==> src/rtl/bxc_pkg.sv <==
package bxc_pkg;
  typedef enum logic [1:0] {
    OP_START = 2'd0,
    OP_WRITE = 2'd1,
    OP_READ  = 2'd2,
    OP_STOP  = 2'd3
  } bus_op_e;

  typedef enum logic [4:0] {
    S_IDLE, S_START, S_ADDR, S_OFF, S_GAP, S_RSTART, S_RADDR, S_RD,
    S_WR, S_WSTOP, S_PSTART, S_PADDR, S_PSTOP, S_DRD, S_DSTOP,
    S_ESTOP, S_ASTOP
  } seq_state_e;
endpackage

==> src/rtl/bxc_gap_timer.sv <==
module bxc_gap_timer #(
  parameter int unsigned GAP_CYCLES = 3000
) (
  input  logic clk_i,
  input  logic rst_ni,
  input  logic run_i,
  output logic expired_o
);
  localparam int unsigned CNT_W = (GAP_CYCLES > 1) ? $clog2(GAP_CYCLES) : 1;
  localparam logic [CNT_W-1:0] LOAD = CNT_W'(GAP_CYCLES - 1);

  logic [CNT_W-1:0] cnt_q;

  always_ff @(posedge clk_i or negedge rst_ni) begin
    if (!rst_ni)            cnt_q <= LOAD;
    else if (!run_i)        cnt_q <= LOAD;
    else if (cnt_q != '0)   cnt_q <= cnt_q - CNT_W'(1);
  end

  assign expired_o = run_i && (cnt_q == '0);
endmodule

==> src/rtl/bxc_retry_ctr.sv <==
module bxc_retry_ctr #(
  parameter int unsigned MAX_TRIES = 100
) (
  input  logic clk_i,
  input  logic rst_ni,
  input  logic clr_i,
  input  logic inc_i,
  output logic last_o
);
  localparam int unsigned CNT_W = (MAX_TRIES > 1) ? $clog2(MAX_TRIES) : 1;

  logic [CNT_W-1:0] cnt_q;

  always_ff @(posedge clk_i or negedge rst_ni) begin
    if (!rst_ni)     cnt_q <= '0;
    else if (clr_i)  cnt_q <= '0;
    else if (inc_i)  cnt_q <= cnt_q + CNT_W'(1);
  end

  // high while the attempt in flight is the final one allowed
  assign last_o = (cnt_q == CNT_W'(MAX_TRIES - 1));
endmodule

==> src/rtl/bxc_fsm.sv <==
module bxc_fsm
  import bxc_pkg::*;
#(
  parameter int unsigned LEN_W = 8,
  parameter int unsigned CHUNK = 4
) (
  input  logic             clk_i,
  input  logic             rst_ni,
  input  logic             req_valid_i,
  input  logic             req_write_i,
  input  logic             req_legacy_i,
  input  logic [6:0]       req_dev_i,
  input  logic [7:0]       req_off_i,
  input  logic [LEN_W-1:0] req_len_i,
  output logic             busy_o,
  output logic             done_o,
  output logic             err_o,
  input  logic [7:0]       wr_data_i,
  output logic             wr_pop_o,
  output logic [7:0]       rd_data_o,
  output logic             rd_valid_o,
  output logic             cmd_valid_o,
  output bus_op_e          cmd_op_o,
  output logic [7:0]       cmd_data_o,
  output logic             cmd_last_o,
  input  logic             eng_done_i,
  input  logic             eng_ack_i,
  input  logic [7:0]       eng_rdata_i,
  output logic             gap_run_o,
  input  logic             gap_exp_i,
  output logic             poll_clr_o,
  output logic             poll_inc_o,
  input  logic             poll_last_i
);
  localparam int unsigned CHUNK_W = (CHUNK > 1) ? $clog2(CHUNK) : 1;
  localparam logic [LEN_W-1:0] ONE = LEN_W'(1);

  seq_state_e       state_q;
  logic             write_q, legacy_q, done_q, err_q, rd_valid_q;
  logic [6:0]       dev_q;
  logic [7:0]       off_q, rd_data_q;
  logic [LEN_W-1:0] rem_q;
  logic [CHUNK_W-1:0] chunk_q;
  logic             last_byte, chunk_end;

  assign last_byte = (rem_q == ONE);
  assign chunk_end = last_byte || (chunk_q == CHUNK_W'(CHUNK - 1));

  always_comb begin
    cmd_valid_o = 1'b1;
    cmd_op_o    = OP_START;
    cmd_data_o  = '0;
    cmd_last_o  = 1'b0;
    unique case (state_q)
      S_START, S_RSTART, S_PSTART: cmd_op_o = OP_START;
      S_ADDR: begin
        cmd_op_o   = OP_WRITE;
        cmd_data_o = legacy_q ? {off_q[6:0], ~write_q} : {dev_q, 1'b0};
      end
      S_OFF: begin
        cmd_op_o   = OP_WRITE;
        cmd_data_o = off_q;
      end
      S_RADDR, S_PADDR: begin
        cmd_op_o   = OP_WRITE;
        cmd_data_o = {dev_q, 1'b1};
      end
      S_WR: begin
        cmd_op_o   = OP_WRITE;
        cmd_data_o = wr_data_i;
      end
      S_RD: begin
        cmd_op_o   = OP_READ;
        cmd_last_o = last_byte;
      end
      S_DRD: begin
        cmd_op_o   = OP_READ;
        cmd_last_o = 1'b1;
      end
      S_WSTOP, S_PSTOP, S_DSTOP, S_ESTOP, S_ASTOP: cmd_op_o = OP_STOP;
      default: cmd_valid_o = 1'b0;
    endcase
  end

  assign wr_pop_o   = (state_q == S_WR) && eng_done_i;
  assign gap_run_o  = (state_q == S_GAP);
  assign poll_clr_o = (state_q == S_WSTOP);
  assign poll_inc_o = (state_q == S_PADDR) && eng_done_i && !eng_ack_i;
  assign busy_o     = (state_q != S_IDLE);
  assign done_o     = done_q;
  assign err_o      = err_q;
  assign rd_data_o  = rd_data_q;
  assign rd_valid_o = rd_valid_q;

  always_ff @(posedge clk_i or negedge rst_ni) begin
    if (!rst_ni) begin
      state_q    <= S_IDLE;
      write_q    <= 1'b0;
      legacy_q   <= 1'b0;
      dev_q      <= '0;
      off_q      <= '0;
      rem_q      <= '0;
      chunk_q    <= '0;
      done_q     <= 1'b0;
      err_q      <= 1'b0;
      rd_data_q  <= '0;
      rd_valid_q <= 1'b0;
    end else begin
      done_q     <= 1'b0;
      rd_valid_q <= 1'b0;
      case (state_q)
        S_IDLE: if (req_valid_i) begin
          write_q  <= req_write_i;
          legacy_q <= req_legacy_i;
          dev_q    <= req_dev_i;
          off_q    <= req_off_i;
          rem_q    <= req_len_i;
          chunk_q  <= '0;
          err_q    <= 1'b0;
          if (req_len_i == '0) done_q  <= 1'b1;
          else                 state_q <= S_START;
        end
        S_GAP: if (gap_exp_i) state_q <= S_RSTART;
        default: if (eng_done_i) begin
          unique case (state_q)
            S_START:  state_q <= S_ADDR;
            S_ADDR: begin
              if (!eng_ack_i)    state_q <= S_ASTOP;
              else if (legacy_q) state_q <= write_q ? S_WR : S_RD;
              else               state_q <= S_OFF;
            end
            S_OFF: begin
              if (!eng_ack_i) state_q <= S_ASTOP;
              else            state_q <= write_q ? S_WR : S_GAP;
            end
            S_RSTART: state_q <= S_RADDR;
            S_RADDR:  state_q <= eng_ack_i ? S_RD : S_ASTOP;
            S_RD: begin
              rd_data_q  <= eng_rdata_i;
              rd_valid_q <= 1'b1;
              rem_q      <= rem_q - ONE;
              if (last_byte) state_q <= S_ESTOP;
            end
            S_WR: begin
              // a NACK wins over chunk closing
              if (!eng_ack_i) state_q <= S_ASTOP;
              else begin
                rem_q   <= rem_q - ONE;
                off_q   <= off_q + 8'd1;
                chunk_q <= chunk_q + CHUNK_W'(1);
                if (chunk_end) state_q <= S_WSTOP;
              end
            end
            S_WSTOP: begin
              chunk_q <= '0;
              state_q <= S_PSTART;
            end
            S_PSTART: state_q <= S_PADDR;
            S_PADDR: begin
              if (eng_ack_i)        state_q <= S_DRD;
              else if (poll_last_i) state_q <= S_ASTOP;
              else                  state_q <= S_PSTOP;
            end
            S_PSTOP:  state_q <= S_PSTART;
            S_DRD:    state_q <= S_DSTOP;
            S_DSTOP: begin
              if (rem_q == '0) begin
                state_q <= S_IDLE;
                done_q  <= 1'b1;
              end else state_q <= S_START;
            end
            S_ESTOP: begin
              state_q <= S_IDLE;
              done_q  <= 1'b1;
            end
            S_ASTOP: begin
              state_q <= S_IDLE;
              done_q  <= 1'b1;
              err_q   <= 1'b1;
            end
            default: state_q <= S_IDLE;
          endcase
        end
      endcase
    end
  end
endmodule

==> src/rtl/blk_xfer_ctrl.sv <==
module blk_xfer_ctrl
  import bxc_pkg::*;
#(
  parameter int unsigned LEN_W      = 8,
  parameter int unsigned CHUNK      = 4,
  parameter int unsigned MAX_POLLS  = 100,
  parameter int unsigned GAP_CYCLES = 3000
) (
  input  logic             clk_i,
  input  logic             rst_ni,
  input  logic             req_valid_i,
  input  logic             req_write_i,
  input  logic             req_legacy_i,
  input  logic [6:0]       req_dev_i,
  input  logic [7:0]       req_off_i,
  input  logic [LEN_W-1:0] req_len_i,
  output logic             busy_o,
  output logic             done_o,
  output logic             err_o,
  input  logic [7:0]       wr_data_i,
  output logic             wr_pop_o,
  output logic [7:0]       rd_data_o,
  output logic             rd_valid_o,
  output logic             cmd_valid_o,
  output logic [1:0]       cmd_op_o,
  output logic [7:0]       cmd_data_o,
  output logic             cmd_last_o,
  input  logic             eng_done_i,
  input  logic             eng_ack_i,
  input  logic [7:0]       eng_rdata_i
);
  bus_op_e op;
  logic    gap_run, gap_exp, poll_clr, poll_inc, poll_last;

  assign cmd_op_o = op;

  bxc_fsm #(.LEN_W(LEN_W), .CHUNK(CHUNK)) u_fsm (
    .clk_i, .rst_ni, .req_valid_i, .req_write_i, .req_legacy_i,
    .req_dev_i, .req_off_i, .req_len_i, .busy_o, .done_o, .err_o,
    .wr_data_i, .wr_pop_o, .rd_data_o, .rd_valid_o, .cmd_valid_o,
    .cmd_op_o(op), .cmd_data_o, .cmd_last_o, .eng_done_i, .eng_ack_i,
    .eng_rdata_i, .gap_run_o(gap_run), .gap_exp_i(gap_exp),
    .poll_clr_o(poll_clr), .poll_inc_o(poll_inc), .poll_last_i(poll_last)
  );

  bxc_gap_timer #(.GAP_CYCLES(GAP_CYCLES)) u_gap (
    .clk_i, .rst_ni, .run_i(gap_run), .expired_o(gap_exp)
  );

  bxc_retry_ctr #(.MAX_TRIES(MAX_POLLS)) u_poll (
    .clk_i, .rst_ni, .clr_i(poll_clr), .inc_i(poll_inc), .last_o(poll_last)
  );
endmodule

==> config.mk <==
export PLATFORM = sky130hd
export DESIGN_NAME = blk_xfer_ctrl
export DESIGN_NICKNAME = d
export VERILOG_FILES = /design/src/rtl/bxc_pkg.sv /design/src/rtl/bxc_gap_timer.sv /design/src/rtl/bxc_retry_ctr.sv /design/src/rtl/bxc_fsm.sv /design/src/rtl/blk_xfer_ctrl.sv
export SDC_FILE = /design/constraint.sdc
export NUM_CORES = 1
export LEC_CHECK = 0
export ABC_AREA = 0
export BUFFER_PORTS_ARGS = -buffer_cell sky130_fd_sc_hd__buf_4
export CORE_MARGIN = 2
export CORE_UTILIZATION = 35
export CTS_BUF_LIST = sky130_fd_sc_hd__clkbuf_2
export DETAILED_ROUTE_END_ITERATION = 8
export GPL_TIMING_DRIVEN = 0
export HOLD_SLACK_MARGIN = 0.08
export PLACE_DENSITY = 0.52
export SKIP_LAST_GASP = 1
export SYNTH_ARGS = -nofsm -noshare
export SYNTH_HDL_FRONTEND = slang
export SYNTH_SLANG_ARGS = --single-unit
==> constraint.sdc <==
create_clock -name clk_i -period 2.7 [get_ports clk_i]
set_clock_uncertainty 0.2 [all_clocks]
set_input_delay 0.54 -clock clk_i [delete_from_list [all_inputs] [get_ports clk_i]]
set_output_delay 0.54 -clock clk_i [all_outputs]
set_load 0.02 [all_outputs]
=== Word-level counts from Yosys, hierarchy flattened ===
Index checks and enable logic that the tools add are counted.

* Add/subtract/negate cells: 5
* Equal/unequal tests: 26
* Muxes and demuxes: 55
* Bitwise gates (word level): 3
* Reductions and logical operators: 35

{| class="wikitable"
|+ Operators with widths
! cell !! number
|-
| 5-bit 2-to-1 mux || 13
|-
| 8-bit 2-to-1 mux || 8
|-
| 5-bit one-hot mux with 12 select lines || 1
|-
| 8-bit one-hot mux with 2 select lines || 3
|-
| 5-bit by 4-bit == test with 1-bit output, second input constant || 8
|-
| 8-bit one-hot mux with 4 select lines || 1
|-
| 12-bit 2-to-1 mux || 2
|-
| 5-bit by 3-bit == test with 1-bit output, second input constant || 4
|-
| 8-bit zero test || 2
|-
| 5-bit AND reduction || 3
|-
| 15-bit OR reduction || 1
|-
| 7-bit 2-to-1 mux || 2
|-
| 12-bit zero test || 1
|-
| 1-bit 2-to-1 mux || 12
|-
| 12-bit nonzero test || 1
|-
| 12-bit by 1-bit subtractor with 12-bit output, second input constant || 1
|-
| 5-bit by 2-bit == test with 1-bit output, second input constant || 2
|-
| 5-bit one-hot mux with 2 select lines || 1
|-
| 2-bit nonzero test || 5
|-
| 2-bit OR reduction || 5
|-
| 5-bit OR reduction || 2
|-
| 3-bit nonzero test || 3
|-
| 8-bit by 1-bit adder with 8-bit output, second input constant || 1
|-
| 8-bit by 1-bit == test with 1-bit output, second input constant || 1
|-
| 26 further kinds || 41
|}

* Bits in registers: 62
* Output and inout bits: 25

=== Longest topological paths before layout ===
* Word-level depth: 7
* Gate-level depth with buffers: 9
* Depth with buffers taken out: 7

=== Modules after synthesis ===
A second synthesis with hierarchy kept.

* Cells, all modules: 422
* Area, all modules: 3868.7 µm²

{| class="wikitable"
|+ Modules (own cells, without submodules)
! module !! times used !! cells each !! area an instance (µm²) !! seq. area each (µm²)
|-
| bxc_fsm || 1 || 325 || 2850.2 || 1076.0
|-
| bxc_gap_timer || 1 || 66 || 691.9 || 311.5
|-
| bxc_retry_ctr || 1 || 31 || 326.6 || 175.2
|}

=== Worst setup path after synthesis ===
OpenSTA, ideal clock, no wires.

* Path kind: register -> output
* From: register u_fsm.state_q[2]
* To: output cmd_data_o[1]
* Data arrival time: 1.779 ns
* Required time: 1.960 ns
* Setup slack: 0.181 ns
* Cell stages (with the launch flop): 7
* Path buffers: 2
* Cells stage by stage: dfrtp_1 buf_2 or3b_1 nor3_2 clkbuf_1 a222oi_1 nand2_1

* Cells in the longest elaborated chain, start to end: 3
* Elaborated cells on any way between the ends: 7
* Those cells by class: 5 x eq/ne; 1 x mux; 1 x reduce/logical

{| class="wikitable"
|+ RTL lines
! what !! RTL line !! source
|-
| from (decl) || bxc_fsm.sv:38 || <nowiki>seq_state_e state_q;</nowiki>
|-
| from (signal assigned) || bxc_fsm.sv:129 || <nowiki>else if (legacy_q) state_q <= write_q ? S_WR : S_RD;</nowiki>
|-
| from (signal assigned) || bxc_fsm.sv:134 || <nowiki>else state_q <= write_q ? S_WR : S_GAP;</nowiki>
|-
| from (signal assigned) || bxc_fsm.sv:137 || <nowiki>S_RADDR: state_q <= eng_ack_i ? S_RD : S_ASTOP;</nowiki>
|-
| 5-bit by 3-bit == test with 1-bit output or 5-bit by 4-bit == test with 1-bit output (tied branches) || bxc_fsm.sv:54 || <nowiki>unique case (state_q)</nowiki>
|-
| 2-bit OR reduction || bxc_fsm.sv:54 ||
|-
| 8-bit one-hot mux with 4 select lines * || bxc_fsm.sv:54 ||
|-
| to (decl) || blk_xfer_ctrl.sv:26 || <nowiki>output logic [7:0] cmd_data_o,</nowiki>
|}

Every way passes the cells marked *; elsewhere a longest branch is shown, timed or not.

=== Final worst setup path ===
* From: register u_fsm.state_q[2]
* To: output cmd_data_o[5]

Same word-level chain as after synthesis.

==> flow_metrics.py <==
metrics = {
    "synthesis": {
        "ys_async_sr_fraction_pct": 100,
        "synth_edf_count": 0,
        "syn-cell-area_um2": 3990,
        "synth-seq-cells": 62,
        "synth_common_cells": "56 x nand2_1, 53 x dfrtp_1, 28 x a21oi_1",
        "syn_inst": 430,
        "synth_most_common_cell": "nand2_1",
        "netlist_top_cells_area": "dfrtp_1 33%, dfstp_2 5.9%, nand2_1 5.3%",
        "synth_nets": 483,
        "syn_avg_cell_area_um2": 9.29,
        "synth_ff_type": "dfrtp_1",
        "synth_top_area_cell": "dfrtp_1",
        "yosysWarnings": 0,
        "ys_types": 71,
        "yosysTopAreaCellShare_pct": 33.2,
        "yosysSeqAreaShare_pct": 39.1,
    },
    "clocking": {
        "clkTransAtPathRegs_ps": 190,
        "cts_root_buffer": "clkbuf_2",
        "clock-sinks": 62,
        "clockBufferDepth": 2,
        "insertion_delay_ps": 540,
        "numCtsBuffers": 9,
        "tritoncts": "built",
        "htree_levels": 3,
    },
    "sta": {
        "slew_violations": 0,
        "worst_pin_slew_ps": 818,
        "final_hold_viol_count": 0,
        "relSlewSlack_pct": 45.5,
        "finalCritPeriodShare_pct": 108,
        "finalSetupViolCount": 14,
        "fin_crit_ps": 2910,
        "fmaxAchievable_ghz": 0.344,
        "rsz0062_at_grt": "true",
        "layout_setup_ws_ps": -207,
        "whs_ps": 121,
    },
    "placed_design": {
        "dpl.cell_count": 643,
        "gp_congestion": 0.882,
        "dp_hpwl_mm": 7.73,
        "place_area_um2": 4700,
        "port_buffers": 70,
    },
    "floorplanning": {
        "start_util_pct": 35.4,
        "die_h_um": 111,
        "die_w_um": 111,
        "fp.dieArea_um2": 12300,
        "rows": 39,
        "core-area_um2": 11300,
        "ios": 71,
    },
    "route": {
        "post-route-drc-count": 0,
        "routed_wl_mm": 11.4,
        "drtIter0Drc": 360,
        "wl_per_cell_um": 16.0,
        "final_antenna_net_count": 0,
        "vias_per_cell": 5.31,
        "num_vias": 3776,
        "firstDrtPassIters": 8,
    },
    "run_status": {
        "violations": "negative setup slack",
        "status": "complete, but fails checks",
    },
    "worst_hold_path": {
        "hold_class": "input pin to flop",
    },
    "cells_and_area": {
        "final_area_um2": 5540,
        "drive_gt1_share_pct": 36.1,
        "antenna_cells": 0,
        "syn2layout_area_growth_pct": 38.6,
        "final_cells": 711,
        "nets": 616,
        "utilization_pct": 49.1,
    },
    "global_routing": {
        "antenna_found_initial": 0,
        "grt_pass1_wl_mm": 18.9,
        "grt_pass1_vias": 3812,
        "grt_max_degree": 63,
        "overflow": 0,
        "grtUsageTotal_pct": 18.8,
    },
    "power": {
        "pwr-share-seq_pct": 27.5,
        "clockPowerShare_pct": 10.8,
        "vdd_drop_max_uv": 546,
        "p_per_area_nw_per_um2": 977,
        "intPower_w": 0.00299,
        "switching_share_pct": 44.6,
        "p_leak_nw": 2.43,
        "p_switching_w": 0.00241,
        "p_total_w": 0.00541,
        "combPwrFrac_pct": 61.7,
    },
    "critical_path": {
        "critPathLaunchType": "flop",
        "crit_fanout": 6,
        "cp_data_required_time_ps": 1960,
        "path_class": "flop to primary output",
        "arrival_ps": 2170,
        "end_kind": "primary output",
    },
    "job": {
        "maxCapViolCount": 0,
    },
}
==> metal layers <==
| layer | vias to the layer above | track usage, % | routed length [um] |
|---|---|---|---|
| met5 | - | 0 | 0 |
| met4 | 0 | 3.58 | 93 |
| met3 | 15 | 5.30 | 607 |
| met1 | 1815 | 25.5 | 5280 |
| met2 | 110 | 30.3 | 5420 |
| li1 | 1836 | - | - |
==> critical path, stage by stage (launching register included) <==
cell and delay (ps):
dfrtp_1 410, buf_6 130, or3b_4 390, nor3_4 200, clkbuf_8 200, a222oi_1 90, nand2_1 110, buf_6 120
==> cells in the final DEF, fill, tap and decap left out, types with 4 or more instances in the layout <==
cell type,instances
a222oi_1,7
buf_6,18
dfstp_2,9
nor3_4,5
nand3_1,13
nand2_1,55
a21oi_1,25
mux2_2,16
o211ai_1,4
nand2b_1,4
xor2_1,11
dlygate4sd3_1,27
ha_1,7
buf_4,90
nor2_1,25
mux2i_1,4
nand4_1,6
nor3_1,7
nor2b_1,9
mux2_4,4
clkbuf_2,11
xnor2_1,5
a22oi_1,8
nor4_1,5
o21ai_0,17
clkbuf_1,4
buf_2,4
dfrtp_1,51
o22ai_1,8
a31oi_1,5
inv_1,15
==> final timing paths <==
| check | from | endpoint | slack (ps) | cells after the start |
|---|---|---|---|---|
| hold / removal | req_len_i[7] | u_fsm.done_o | 120 | 4 |
| hold reg to reg | u_fsm.chunk_q[0] | u_fsm.chunk_q[0] | 300 | 1 |
| setup / recovery | u_fsm.state_q[2] | cmd_data_o[5] | -210 | 7 |
| min in group asynchronous | rst_ni | u_gap.cnt_q[10] | 380 | 2 |
| setup reg to reg | u_fsm.rem_q[0] | u_fsm.state_q[0] | 260 | 7 |
| max in group asynchronous | rst_ni | u_poll.cnt_q[5] | 1340 | 2 |
==> power by group through the flow <==
stage / clock, W / combinational (W) / sequential, W
3_3_place_gp: 0 / 0.00276 / 0.00149
2_1_floorplan: 0 / 0.00194 / 0.00150
4_1_cts: 0.000614 / 0.00322 / 0.00148
6_report: 0.000585 / 0.00334 / 0.00149
5_1_grt: 0.000655 / 0.00364 / 0.00153
3_5_place_dp: 0 / 0.00278 / 0.00150
==> logic make-up after synthesis <==
kind of cell,Yosys count,share of synthesized area (%)
compound gates,105,18.3
xor+xnor,16,3.51
fa+ha+maj,7,2.19
buf+inv,46,5.70
flops,62,39.1
mux,25,7.30
simple gates,169,23.8
==> sequential cells by signal (all words and copies together), names as in the netlist <==
| signal | flops |
|---|---|
| u_fsm.rd_valid_o | 1 |
| u_fsm.err_o | 1 |
| u_fsm.rd_data_o | 8 |
| u_fsm.rem_q | 8 |
| u_fsm.done_o | 1 |
| u_gap.cnt_q | 12 |
| u_fsm.legacy_q | 1 |
| u_fsm.dev_q | 7 |
| u_fsm.off_q | 8 |
| u_fsm.write_q | 1 |
| u_fsm.chunk_q | 2 |
| u_poll.cnt_q | 7 |
| u_fsm.state_q | 5 |
==> layout make-up <==
class                           instances  area [um^2]
Multi-Input combinational cell        322         2300
Tap cell                              143          179
Clock buffer                           11         55.1
Inverter                               16         60.1
Timing Repair Buffer                  123         1050
Buffer                                 29          275
Sequential cell                        62         1570
Clock inverter                          5         51.3
Fill cell                            1081         5740
==> metrics by stage <==
step | setup TNS (ps) | setup WS [ps]
after CTS | -3310 | -303
after floorplan | 0 | 181
after detailed placement | -1680 | -246
final | -2150 | -207
after global routing | -4190 | -359
after global placement | -1920 | -286
==> what timing repair did <==
action                                  4_1_cts  5_1_grt
endpoints found under the setup margin       14       14
hold endpoints to repair                     79        0
hold buffers                                 27        0
buffers inserted                             19        6
gates resized for setup                      61       16
pin swaps                                    12       13
cloned                                        1        0
No activity file was read; power rests on OpenSTA's default activity.
